**config.mk**
```make
export PLATFORM = sky130hd
export DESIGN_NAME = flash_id_responder
export DESIGN_NICKNAME = d
export VERILOG_FILES = /design/src/rtl/flashid_pkg.sv /design/src/rtl/flashid_sync.sv /design/src/rtl/flashid_cmd.sv /design/src/rtl/flashid_tx.sv /design/src/rtl/flash_id_responder.sv
export SDC_FILE = /design/constraint.sdc
export NUM_CORES = 1
export LEC_CHECK = 0
export CAP_MARGIN = 10
export CORE_AREA = 3 3 62 64
export DETAILED_ROUTE_END_ITERATION = 7
export DIE_AREA = 0 0 65 67
export PLACE_DENSITY = 0.71
export REMOVE_ABC_BUFFERS = 1
export SLEW_MARGIN = 20
export SYNTH_ARGS = -nofsm -noshare
export SYNTH_HDL_FRONTEND = slang
export SYNTH_SLANG_ARGS = --single-unit
```
**constraint.sdc**
```tcl
create_clock -name clk -period 2.18 [get_ports clk]
set_clock_uncertainty 0.2 [all_clocks]
set_input_delay 0.436 -clock clk [delete_from_list [all_inputs] [get_ports clk]]
set_output_delay 0.436 -clock clk [all_outputs]
set_load 0.05 [all_outputs]
```
**src/rtl/flashid_pkg.sv**
```systemverilog
// Package flashid_pkg: shared widths, opcodes and the command-state type
// for the identification responder. Nothing in here holds state.
package flashid_pkg;
    localparam int BYTE_W = 8;

    localparam logic [BYTE_W-1:0] OP_JEDEC_ID = 8'h9F;
    localparam logic [BYTE_W-1:0] OP_PAIR_ID  = 8'h90;
    localparam logic [BYTE_W-1:0] OP_RD_STAT  = 8'h05;
    localparam logic [BYTE_W-1:0] OP_WR_EN    = 8'h06;
    localparam logic [BYTE_W-1:0] OP_WR_STAT  = 8'h01;

    typedef enum logic [2:0] {
        M_OPCODE,   // receiving the opcode byte
        M_ADDR,     // receiving address bytes of the pair-ID command
        M_JEDEC,    // sending the three identity bytes
        M_PAIR,     // sending manufacturer/device pair forever
        M_STAT,     // sending status byte forever
        M_WDATA,    // receiving status-write data byte
        M_IDLE      // nothing more to do until chip select rises
    } cmd_mode_t;
endpackage

```
**src/rtl/flashid_sync.sv**
```systemverilog
// Module flashid_sync: samples the serial lines into the system clock
// domain and produces one-cycle SCK rise/fall strobes.
// Assumes the system clock is at least four times faster than SCK and that
// SI is stable around the rising SCK edge.
module flashid_sync (
    input  logic clk,
    input  logic rst_n,
    input  logic sck,
    input  logic cs_n,
    input  logic si,
    output logic sck_rise,
    output logic sck_fall,
    output logic cs_idle,
    output logic si_s
);
    logic sck_d1, sck_d2, cs_d1, si_d1;

    // Sampling and edge-history flops for the serial lines.
    always_ff @(posedge clk) begin
        if (!rst_n) begin
            sck_d1 <= 1'b0;
            sck_d2 <= 1'b0;
            cs_d1  <= 1'b1;
            si_d1  <= 1'b0;
        end else begin
            sck_d1 <= sck;
            sck_d2 <= sck_d1;
            cs_d1  <= cs_n;
            si_d1  <= si;
        end
    end

    // Edge strobes and aligned sampled data.
    always_comb begin
        sck_rise = sck_d1 & ~sck_d2 & ~cs_d1;
        sck_fall = ~sck_d1 & sck_d2 & ~cs_d1;
        cs_idle  = cs_d1;
        si_s     = si_d1;
    end
endmodule

```
**src/rtl/flashid_cmd.sv**
```systemverilog
// Module flashid_cmd: assembles bus cycles from SI, decodes the opcode,
// walks the address bytes of the pair-ID command and owns the write-enable
// latch and the status register.
// Assumes strobes from flashid_sync; cs_idle restarts every instruction.
module flashid_cmd
    import flashid_pkg::*;
#(
    parameter int ADDR_BYTES = 3
) (
    input  logic              clk,
    input  logic              rst_n,
    input  logic              sck_rise,
    input  logic              cs_idle,
    input  logic              si_s,
    output cmd_mode_t         mode,
    output logic              pair_swap,
    output logic [BYTE_W-1:0] stat_q,
    output logic              wel
);
    localparam int BIT_W = $clog2(BYTE_W);
    localparam int AB_W  = $clog2(ADDR_BYTES + 1);
    localparam logic [BIT_W-1:0] LAST_BIT  = BIT_W'(BYTE_W - 1);
    localparam logic [AB_W-1:0]  LAST_ADDR = AB_W'(ADDR_BYTES - 1);

    logic [BIT_W-1:0]  bit_cnt;
    logic [BYTE_W-2:0] shreg;
    logic [AB_W-1:0]   addr_cnt;
    logic [BYTE_W-1:0] rx_byte;
    logic              byte_done;

    // Completed byte including the bit arriving on this edge.
    always_comb begin
        rx_byte   = {shreg, si_s};
        byte_done = sck_rise && (bit_cnt == LAST_BIT);
    end

    // Bit counting, opcode decode, address walk, latch and status update.
    always_ff @(posedge clk) begin
        if (!rst_n) begin
            bit_cnt   <= '0;
            shreg     <= '0;
            addr_cnt  <= '0;
            mode      <= M_OPCODE;
            pair_swap <= 1'b0;
            stat_q    <= '0;
            wel       <= 1'b0;
        end else if (cs_idle) begin
            bit_cnt  <= '0;
            addr_cnt <= '0;
            mode     <= M_OPCODE;
        end else if (sck_rise) begin
            shreg   <= rx_byte[BYTE_W-2:0];
            bit_cnt <= bit_cnt + 1'b1;
            if (byte_done) begin
                case (mode)
                    M_OPCODE: begin
                        case (rx_byte)
                            OP_JEDEC_ID: begin mode <= M_JEDEC; wel <= 1'b0; end
                            OP_PAIR_ID:  begin mode <= M_ADDR;  wel <= 1'b0; end
                            OP_RD_STAT:  begin mode <= M_STAT;  wel <= 1'b0; end
                            OP_WR_EN:    begin mode <= M_IDLE;  wel <= 1'b1; end
                            OP_WR_STAT:  mode <= M_WDATA;
                            default:     begin mode <= M_IDLE;  wel <= 1'b0; end
                        endcase
                    end
                    M_ADDR: begin
                        addr_cnt <= addr_cnt + 1'b1;
                        if (addr_cnt == LAST_ADDR) begin
                            pair_swap <= rx_byte[0];
                            mode      <= M_PAIR;
                        end
                    end
                    M_WDATA: begin
                        if (wel) begin
                            stat_q <= rx_byte;
                            wel    <= 1'b0;
                        end
                        mode <= M_IDLE;
                    end
                    default: mode <= mode;
                endcase
            end
        end
    end


    stat_needs_latch_chk: assert property (@(posedge clk) disable iff (!rst_n)
        (stat_q != $past(stat_q)) |-> ($past(wel) && !wel));


    latch_set_on_edge_chk: assert property (@(posedge clk) disable iff (!rst_n)
        $rose(wel) |-> $past(sck_rise));


    idle_restart_chk: assert property (@(posedge clk) disable iff (!rst_n)
        cs_idle |=> (mode == M_OPCODE));
endmodule

```
**src/rtl/flashid_tx.sv**
```systemverilog
// Module flashid_tx: serialises the reply bytes on falling SCK, MSB first,
// and controls the output enable. The identity reply stops after its third
// byte; the pair and status replies run until chip select rises.
// Assumes mode from flashid_cmd changes only on rising SCK or cs_idle.
module flashid_tx
    import flashid_pkg::*;
#(
    parameter logic [BYTE_W-1:0] MFR_ID   = 8'h8C,
    parameter logic [BYTE_W-1:0] MEM_TYPE = 8'h41,
    parameter logic [BYTE_W-1:0] CAPACITY = 8'h16,
    parameter logic [BYTE_W-1:0] DEV_ID   = 8'h15
) (
    input  logic              clk,
    input  logic              rst_n,
    input  logic              sck_fall,
    input  logic              cs_idle,
    input  cmd_mode_t         mode,
    input  logic              pair_swap,
    input  logic [BYTE_W-1:0] stat_q,
    output logic              so_d,
    output logic              so_oe
);
    localparam int BIT_W = $clog2(BYTE_W);
    localparam logic [BIT_W-1:0] LAST_BIT = BIT_W'(BYTE_W - 1);

    logic [BIT_W-1:0]  tx_bit;
    logic [1:0]        tx_idx;
    logic [BYTE_W-1:0] cur_byte;
    logic              sending;

    // Choose the byte currently on the wire and whether output is due.
    always_comb begin
        cur_byte = '0;
        sending  = 1'b0;
        case (mode)
            M_JEDEC: begin
                sending = (tx_idx != 2'd3);
                case (tx_idx)
                    2'd0:    cur_byte = MFR_ID;
                    2'd1:    cur_byte = MEM_TYPE;
                    default: cur_byte = CAPACITY;
                endcase
            end
            M_PAIR: begin
                sending  = 1'b1;
                cur_byte = (tx_idx[0] ^ pair_swap) ? DEV_ID : MFR_ID;
            end
            M_STAT: begin
                sending  = 1'b1;
                cur_byte = stat_q;
            end
            default: ;
        endcase
    end

    // Shift out one bit per falling SCK; release the line when idle.
    always_ff @(posedge clk) begin
        if (!rst_n) begin
            tx_bit <= '0;
            tx_idx <= '0;
            so_d   <= 1'b0;
            so_oe  <= 1'b0;
        end else if (cs_idle) begin
            tx_bit <= '0;
            tx_idx <= '0;
            so_oe  <= 1'b0;
        end else if (sck_fall) begin
            if (sending) begin
                so_d   <= cur_byte[LAST_BIT - tx_bit];
                so_oe  <= 1'b1;
                tx_bit <= tx_bit + 1'b1;
                if (tx_bit == LAST_BIT)
                    tx_idx <= tx_idx + 1'b1;
            end else begin
                so_oe <= 1'b0;
            end
        end
    end


    quiet_in_opcode_chk: assert property (@(posedge clk) disable iff (!rst_n)
        (mode == M_OPCODE) |-> !so_oe);


    release_on_deselect_chk: assert property (@(posedge clk) disable iff (!rst_n)
        cs_idle |=> !so_oe);


    jedec_ends_chk: assert property (@(posedge clk) disable iff (!rst_n)
        (mode == M_JEDEC && tx_idx == 2'd3 && sck_fall) |=> !so_oe);
endmodule

```
**src/rtl/flash_id_responder.sv**
```systemverilog
// Module flash_id_responder: top of the serial-flash identification front
// end. Ties together line sampling, command decode and reply serialiser.
// Assumes SPI mode 0 and a system clock at least four times SCK.
module flash_id_responder
    import flashid_pkg::*;
#(
    parameter int                ADDR_BYTES = 3,
    parameter logic [BYTE_W-1:0] MFR_ID     = 8'h8C,
    parameter logic [BYTE_W-1:0] MEM_TYPE   = 8'h41,
    parameter logic [BYTE_W-1:0] CAPACITY   = 8'h16,
    parameter logic [BYTE_W-1:0] DEV_ID     = 8'h15
) (
    input  logic              clk,
    input  logic              rst_n,
    input  logic              sck,
    input  logic              cs_n,
    input  logic              si,
    output logic              so_d,
    output logic              so_oe,
    output logic              wr_latch,
    output logic [BYTE_W-1:0] stat_reg
);
    logic      sck_rise, sck_fall, cs_idle, si_s;
    logic      pair_swap;
    cmd_mode_t mode;

    flashid_sync u_sync (
        .clk(clk), .rst_n(rst_n), .sck(sck), .cs_n(cs_n), .si(si),
        .sck_rise(sck_rise), .sck_fall(sck_fall), .cs_idle(cs_idle), .si_s(si_s)
    );

    flashid_cmd #(.ADDR_BYTES(ADDR_BYTES)) u_cmd (
        .clk(clk), .rst_n(rst_n), .sck_rise(sck_rise), .cs_idle(cs_idle),
        .si_s(si_s), .mode(mode), .pair_swap(pair_swap),
        .stat_q(stat_reg), .wel(wr_latch)
    );

    flashid_tx #(
        .MFR_ID(MFR_ID), .MEM_TYPE(MEM_TYPE), .CAPACITY(CAPACITY), .DEV_ID(DEV_ID)
    ) u_tx (
        .clk(clk), .rst_n(rst_n), .sck_fall(sck_fall), .cs_idle(cs_idle),
        .mode(mode), .pair_swap(pair_swap), .stat_q(stat_reg),
        .so_d(so_d), .so_oe(so_oe)
    );
endmodule

```
==> results.yml, run 1 <==
outcome:
  outcome: "finished, final reports clean"
detailed_routing:
  wl_met3_um: 156
  vias: 1532
  drt_iter0_drc: 113
  drtPass1Iterations: 7
  routed_wl_mm: 3.86
  drc: 0
  wl_met2_mm: 1.88
  viasPerCell: 5.65
  drt-met1-wl_mm: 1.73
  topRoutingLayerUsed: "met4"
  drtAntennaViolNets: 0
  routedWlPerCell_um: 14.3
synth:
  synth.top_cell.area_share_pct: 40.1
  synth_cells: 205
  synth_area_leaders: "dfxtp_1 40%, mux2i_1 7.8%, ha_1 6.3%"
  ys_seq_area_share_pct: 40.1
  synth.largest_area_cell: "dfxtp_1"
  synth_edf_count: 0
  yosysWarnings: 0
  ys_types: 46
  avgSynthCellArea_um2: 8.77
  netlist_area_um2: 1800
  synth-main-ff-cell: "dfxtp_1"
  ys_ff_latch: 36
  async_reset_ff_share_pct: 0
clock_network:
  cts_buffers: 5
  cts_setup_buffers: 0
  h-tree-depth: 2
  clk_pin_slew_ns: 0.10
  root_buffer: "clkbuf_4"
  cts.sink_count: 36
  cts_tree: "built"
  clockBufferDepth: 2
  cts.hold.buffers_added: 0
  insertion_delay_ns: 0.34
  post_cts_resize_count: 3
hold_path:
  hold_class: "reg -> reg"
  hp-start: "u_tx.so_oe"
  worstHoldEndpoint: "u_tx.so_oe"
  worstHoldPathCells: 2
grt:
  grt_antenna_before_repair: 0
  grt_max_degree: 18
  grt_pass1_vias: 1363
  overflow: 0
  grt_pass1_wl_mm: 6.23
  track_usage_pct: 19.2
job:
  cap_viol_max_count: 0
setup_path:
  r2r_cells: 7
  crit_path_max_fanout: 5
  reg2reg_from: "u_tx.tx_idx[0]"
  arrival_ns: 2.00
  cp.required_ns: 2.24
  start_kind: "flop"
  ff2ff_setup_slack_ns: 0.24
  end_kind: "flop"
  criticalPathCategory: "reg -> reg"
  r2r_end: "u_tx.so_d"
die:
  die_w_um: 65
  design.die.area_um2: 4360
  fp-row-count: 21
  initial_utilization_pct: 53.9
  core_area_um2: 3340
  ioPinCount: 16
  die_h_um: 67
power:
  irDropWorstVdd_mv: 0.377
  p_per_area_nw_per_um2: 524
  p_leak_uw: 0.000828
finish:
  fin_cells: 271
  utilization_pct: 62.5
  drive_gt1_share_pct: 10.2
  antenna_cells: 0
  area_growth_pct: 15.9
  final_nets: 239
timing:
  rsz0062_at_grt: "no"
  post-route-period-util_pct: 89.0
  finalHoldViolations: 0
  setup-tns-final_ns: 0
  period_needed_ns: 1.94
  slew_headroom_pct: 65.4
  fmax_mhz: 516
  setup_viol: 0
  tightest_slew_ns: 0.519
  slew_viol_final: 0
placed_design:
  dpl.cell_count: 264
  gp_congestion: 0.933
  port_buffers: 15
  hpwl_mm: 2.91
## kinds of logic after synthesis
logic type	synth area share, %
AND/OR/NAND/NOR	23.3
AO/OA/AOI/OAI	16.2
flip-flops	40.1
buffers and inverters	3.41
multiplexers	7.79
adder cells (fa/ha/maj)	6.26
XOR/XNOR	2.92
## metal layers
layer	GRT usage [%]	up-vias
li1	-	772
met1	22.5	714
met2	31.5	37
met3	5.23	9
met4	10.8	0
met5	0	-
## worst max-delay path: stages (launching register included)
cell and delay [ns]:
dfxtp_1 0.45, inv_1 0.12, ha_1 0.21, nor2_1 0.14, o2111ai_1 0.12, a211oi_1 0.28, nor3_1 0.08, a311oi_1 0.25
## placed cells by master (no fill, tap or decap), types with 5 or more instances in the layout
cell type and count:
nor2_1 24, nand2_1 15, xnor2_1 5, mux2i_1 14, a21oi_1 14, clkbuf_4 5
o21ai_0 13, buf_4 12, nand4_1 5, ha_1 9, nand2b_1 5, dfxtp_1 36
## report_power, final
group          total (µW)  internal (µW)  switching, µW
registers             667            662           5.30
logic                35.7           18.2           17.5
clock network         390            183            207
## metrics by stage
step	setup WS (ns)	hold slack, ns	instance area [µm²]	power, µW
after detailed placement	0.211	0.270	2010	718
after CTS	0.00737	0.286	2070	1100
after global placement	0.273	0.259	2010	716
after global routing	0.0697	0.330	2080	1140
after floorplan	0.217	0.265	1760	701
final	0.241	0.279	2080	1090
## registers in the layout, summed over array words and instances (netlist names), named ones only
name	count
u_sync.si_s	1
u_tx.so_d	1
u_cmd.pair_swap	1
u_cmd.mode	2
u_cmd.stat_q	8
u_tx.tx_bit	3
u_cmd.addr_cnt	2
u_tx.tx_idx	2
u_cmd.wel	1
u_sync.sck_d1	1
u_tx.so_oe	1
u_cmd.shreg	7
u_cmd.bit_cnt	3
u_sync.sck_d2	1
u_sync.cs_idle	1
## worst max-delay path by stage
stage                      from         endpoint  slack [ns]
6_report         u_tx.tx_idx[0]        u_tx.so_d        0.24
4_1_cts         u_cmd.stat_q[6]      stat_reg[6]       0.007
5_1_grt          u_cmd.shreg[2]             flop        0.07
2_1_floorplan  u_cmd.bit_cnt[0]  u_cmd.pair_swap        0.22
3_3_place_gp              rst_n    u_cmd.mode[1]        0.27
3_5_place_dp              rst_n        u_cmd.wel        0.21
## area by class of cell
| type | count | area (µm²) |
|---|---|---|
| Sequential cell | 36 | 721 |
| Tap cell | 46 | 57.6 |
| Fill cell | 296 | 1250 |
| Inverter | 5 | 18.8 |
| Multi-Input combinational cell | 154 | 1020 |
| Timing Repair Buffer | 23 | 206 |
| Clock buffer | 7 | 65.1 |
## cell usage after synthesis (5+ instances only)
cell       n
xnor2_1    5
nor2_1    24
ha_1       9
clkbuf_1   5
o21ai_0   13
mux2i_1   14
dfxtp_1   36
nand2_1   15
a21oi_1   14
nand2b_1   5
nand4_1    5
No activity file was read; power rests on OpenSTA's default activity.
==> run 2: changes to the inputs <==
--- a/config.mk
+++ b/config.mk
@@ -11,6 +11,7 @@
 export DIE_AREA = 0 0 65 67
 export PLACE_DENSITY = 0.71
 export REMOVE_ABC_BUFFERS = 1
+export SKIP_CTS_REPAIR_TIMING = 1
 export SLEW_MARGIN = 20
 export SYNTH_ARGS = -nofsm -noshare
 export SYNTH_HDL_FRONTEND = slang
==> results.yml, run 2 (synthesized netlist as in run 1, its figures left out) <==
setup_path:
  r2r_cells: 7
  arrival_ns: 2.00
  start_kind: "flop"
  ff2ff_setup_slack_ns: 0.24
  criticalPathCategory: "reg -> reg"
  end_kind: "flop"
  crit_path_max_fanout: 5
  cp.required_ns: 2.24
finish:
  largest_register_ffs: 8
  drive_gt1_share_pct: 10.2
  final_cell_mix: "36 x dfxtp_1, 24 x nor2_1, 15 x nand2_1"
  antenna_cells: 0
  area_growth_pct: 16.6
  layout_commonest_cell: "dfxtp_1"
  final_nets: 239
  fill_cells: 295
  largest-register: "u_cmd.stat_q"
  largestRegisters: "u_cmd.stat_q (8), u_cmd.shreg (7)"
job:
  cap_viol_max_count: 0
timing:
  finalHoldViolations: 0
  setup_viol: 0
  tightest_slew_ns: 0.519
  hold_slack_ns: 0.279
  post-route-period-util_pct: 89.0
  period_needed_ns: 1.94
  fmax_mhz: 516
  slew_viol_final: 0
  slew_headroom_pct: 65.4
  rsz0062_at_grt: "no"
grt:
  grt_pass1_vias: 1369
  grt_antenna_before_repair: 0
  grt_max_degree: 18
  overflow: 0
  grt_pass1_wl_mm: 6.24
  track_usage_pct: 19.3
power:
  p_per_area_nw_per_um2: 521
  clkPwrFrac_pct: 35.7
  p_seq_share_pct: 61.0
  p_int_uw: 863
  power_uw: 1090
  swShare_pct: 21.1
  irDropWorstVdd_mv: 0.377
  power.switching_uw: 230
  p_leak_uw: 0.000870
  comb_power_share_pct: 3.3
clock_network:
  insertion_delay_ns: 0.34
  clockBufferDepth: 2
  cts_buffers: 5
  h-tree-depth: 2
  root_buffer: "clkbuf_4"
  cts.sink_count: 36
  cts_tree: "built"
  clk_pin_slew_ns: 0.10
placed_design:
  hpwl_mm: 2.91
  gp_congestion: 0.933
  port_buffers: 15
die:
  initial_utilization_pct: 53.9
  die_h_um: 67
  design.die.area_um2: 4360
  core_area_um2: 3340
  fp-row-count: 21
  die_w_um: 65
  ioPinCount: 16
hold_path:
  worstHoldPathCells: 2
  hold_class: "reg -> reg"
detailed_routing:
  drtPass1Iterations: 7
  viasPerCell: 5.67
  routed_wl_mm: 3.88
  vias: 1537
  drc: 0
  routedWlPerCell_um: 14.3
  drtAntennaViolNets: 0
  drt_iter0_drc: 113
outcome:
  outcome: "finished, final reports clean"
-- run 2: final timing paths --
path	from	end
worst min-delay path	u_tx.so_oe	u_tx.so_oe
worst min register to register	u_tx.so_oe	u_tx.so_oe
worst max-delay path	u_tx.tx_idx[0]	u_tx.so_d
worst max register to register	u_tx.tx_idx[0]	u_tx.so_d
-- run 2: metrics by stage --
stage / utilization (%) / instances / cell area (µm²) / setup TNS [ns] / setup WS (ns)
after CTS: 62.3 / 271 / 2080 / -0.0360 / -0.0246
final: 62.8 / 271 / 2100 / 0 / 0.241
after global routing: 62.8 / 271 / 2100 / 0 / 0.0697
after detailed placement: 60.3 / 264 / 2010 / 0 / 0.211
after floorplan: - / 195 / 1760 / 0 / 0.217
after global placement: 60.3 / 264 / 2010 / 0 / 0.273
-- run 2: layout make-up --
cell class,instances,area (µm²),area share [%]
clock buffer,7,65.1,3.10
inverter,5,18.8,0.896
multi-input combinational,154,1020,48.5
sequential,36,721,34.4
tap,46,57.6,2.75
timing repair buffer,23,218,10.4
-- run 2: per-layer routing --
metal | global-route usage, % | vias to the layer above | share of wire [%]
li1 | - | 772 | -
met3 | 5.23 | 9 | 4.3
met5 | 0 | - | 0
met2 | 31.5 | 41 | 49
met1 | 22.6 | 715 | 45
met4 | 10.8 | 0 | 2.4
-- run 2: critical path: stages (launching register included) --
cell and delay (ns):
dfxtp_1 0.45, inv_1 0.12, ha_1 0.21, nor2_1 0.14
o2111ai_1 0.12, a211oi_1 0.28, nor3_1 0.08, a311oi_1 0.25
-- run 2: power groups by stage --
stage / Combinational (µW) / Clock (µW) / Sequential [µW]
floorplan: 20.6 / 0 / 680
global placement: 34.8 / 0 / 681
detailed placement: 35.9 / 0 / 682
CTS: 36.1 / 402 / 667
global route: 40.1 / 430 / 668
finish: 35.7 / 390 / 667
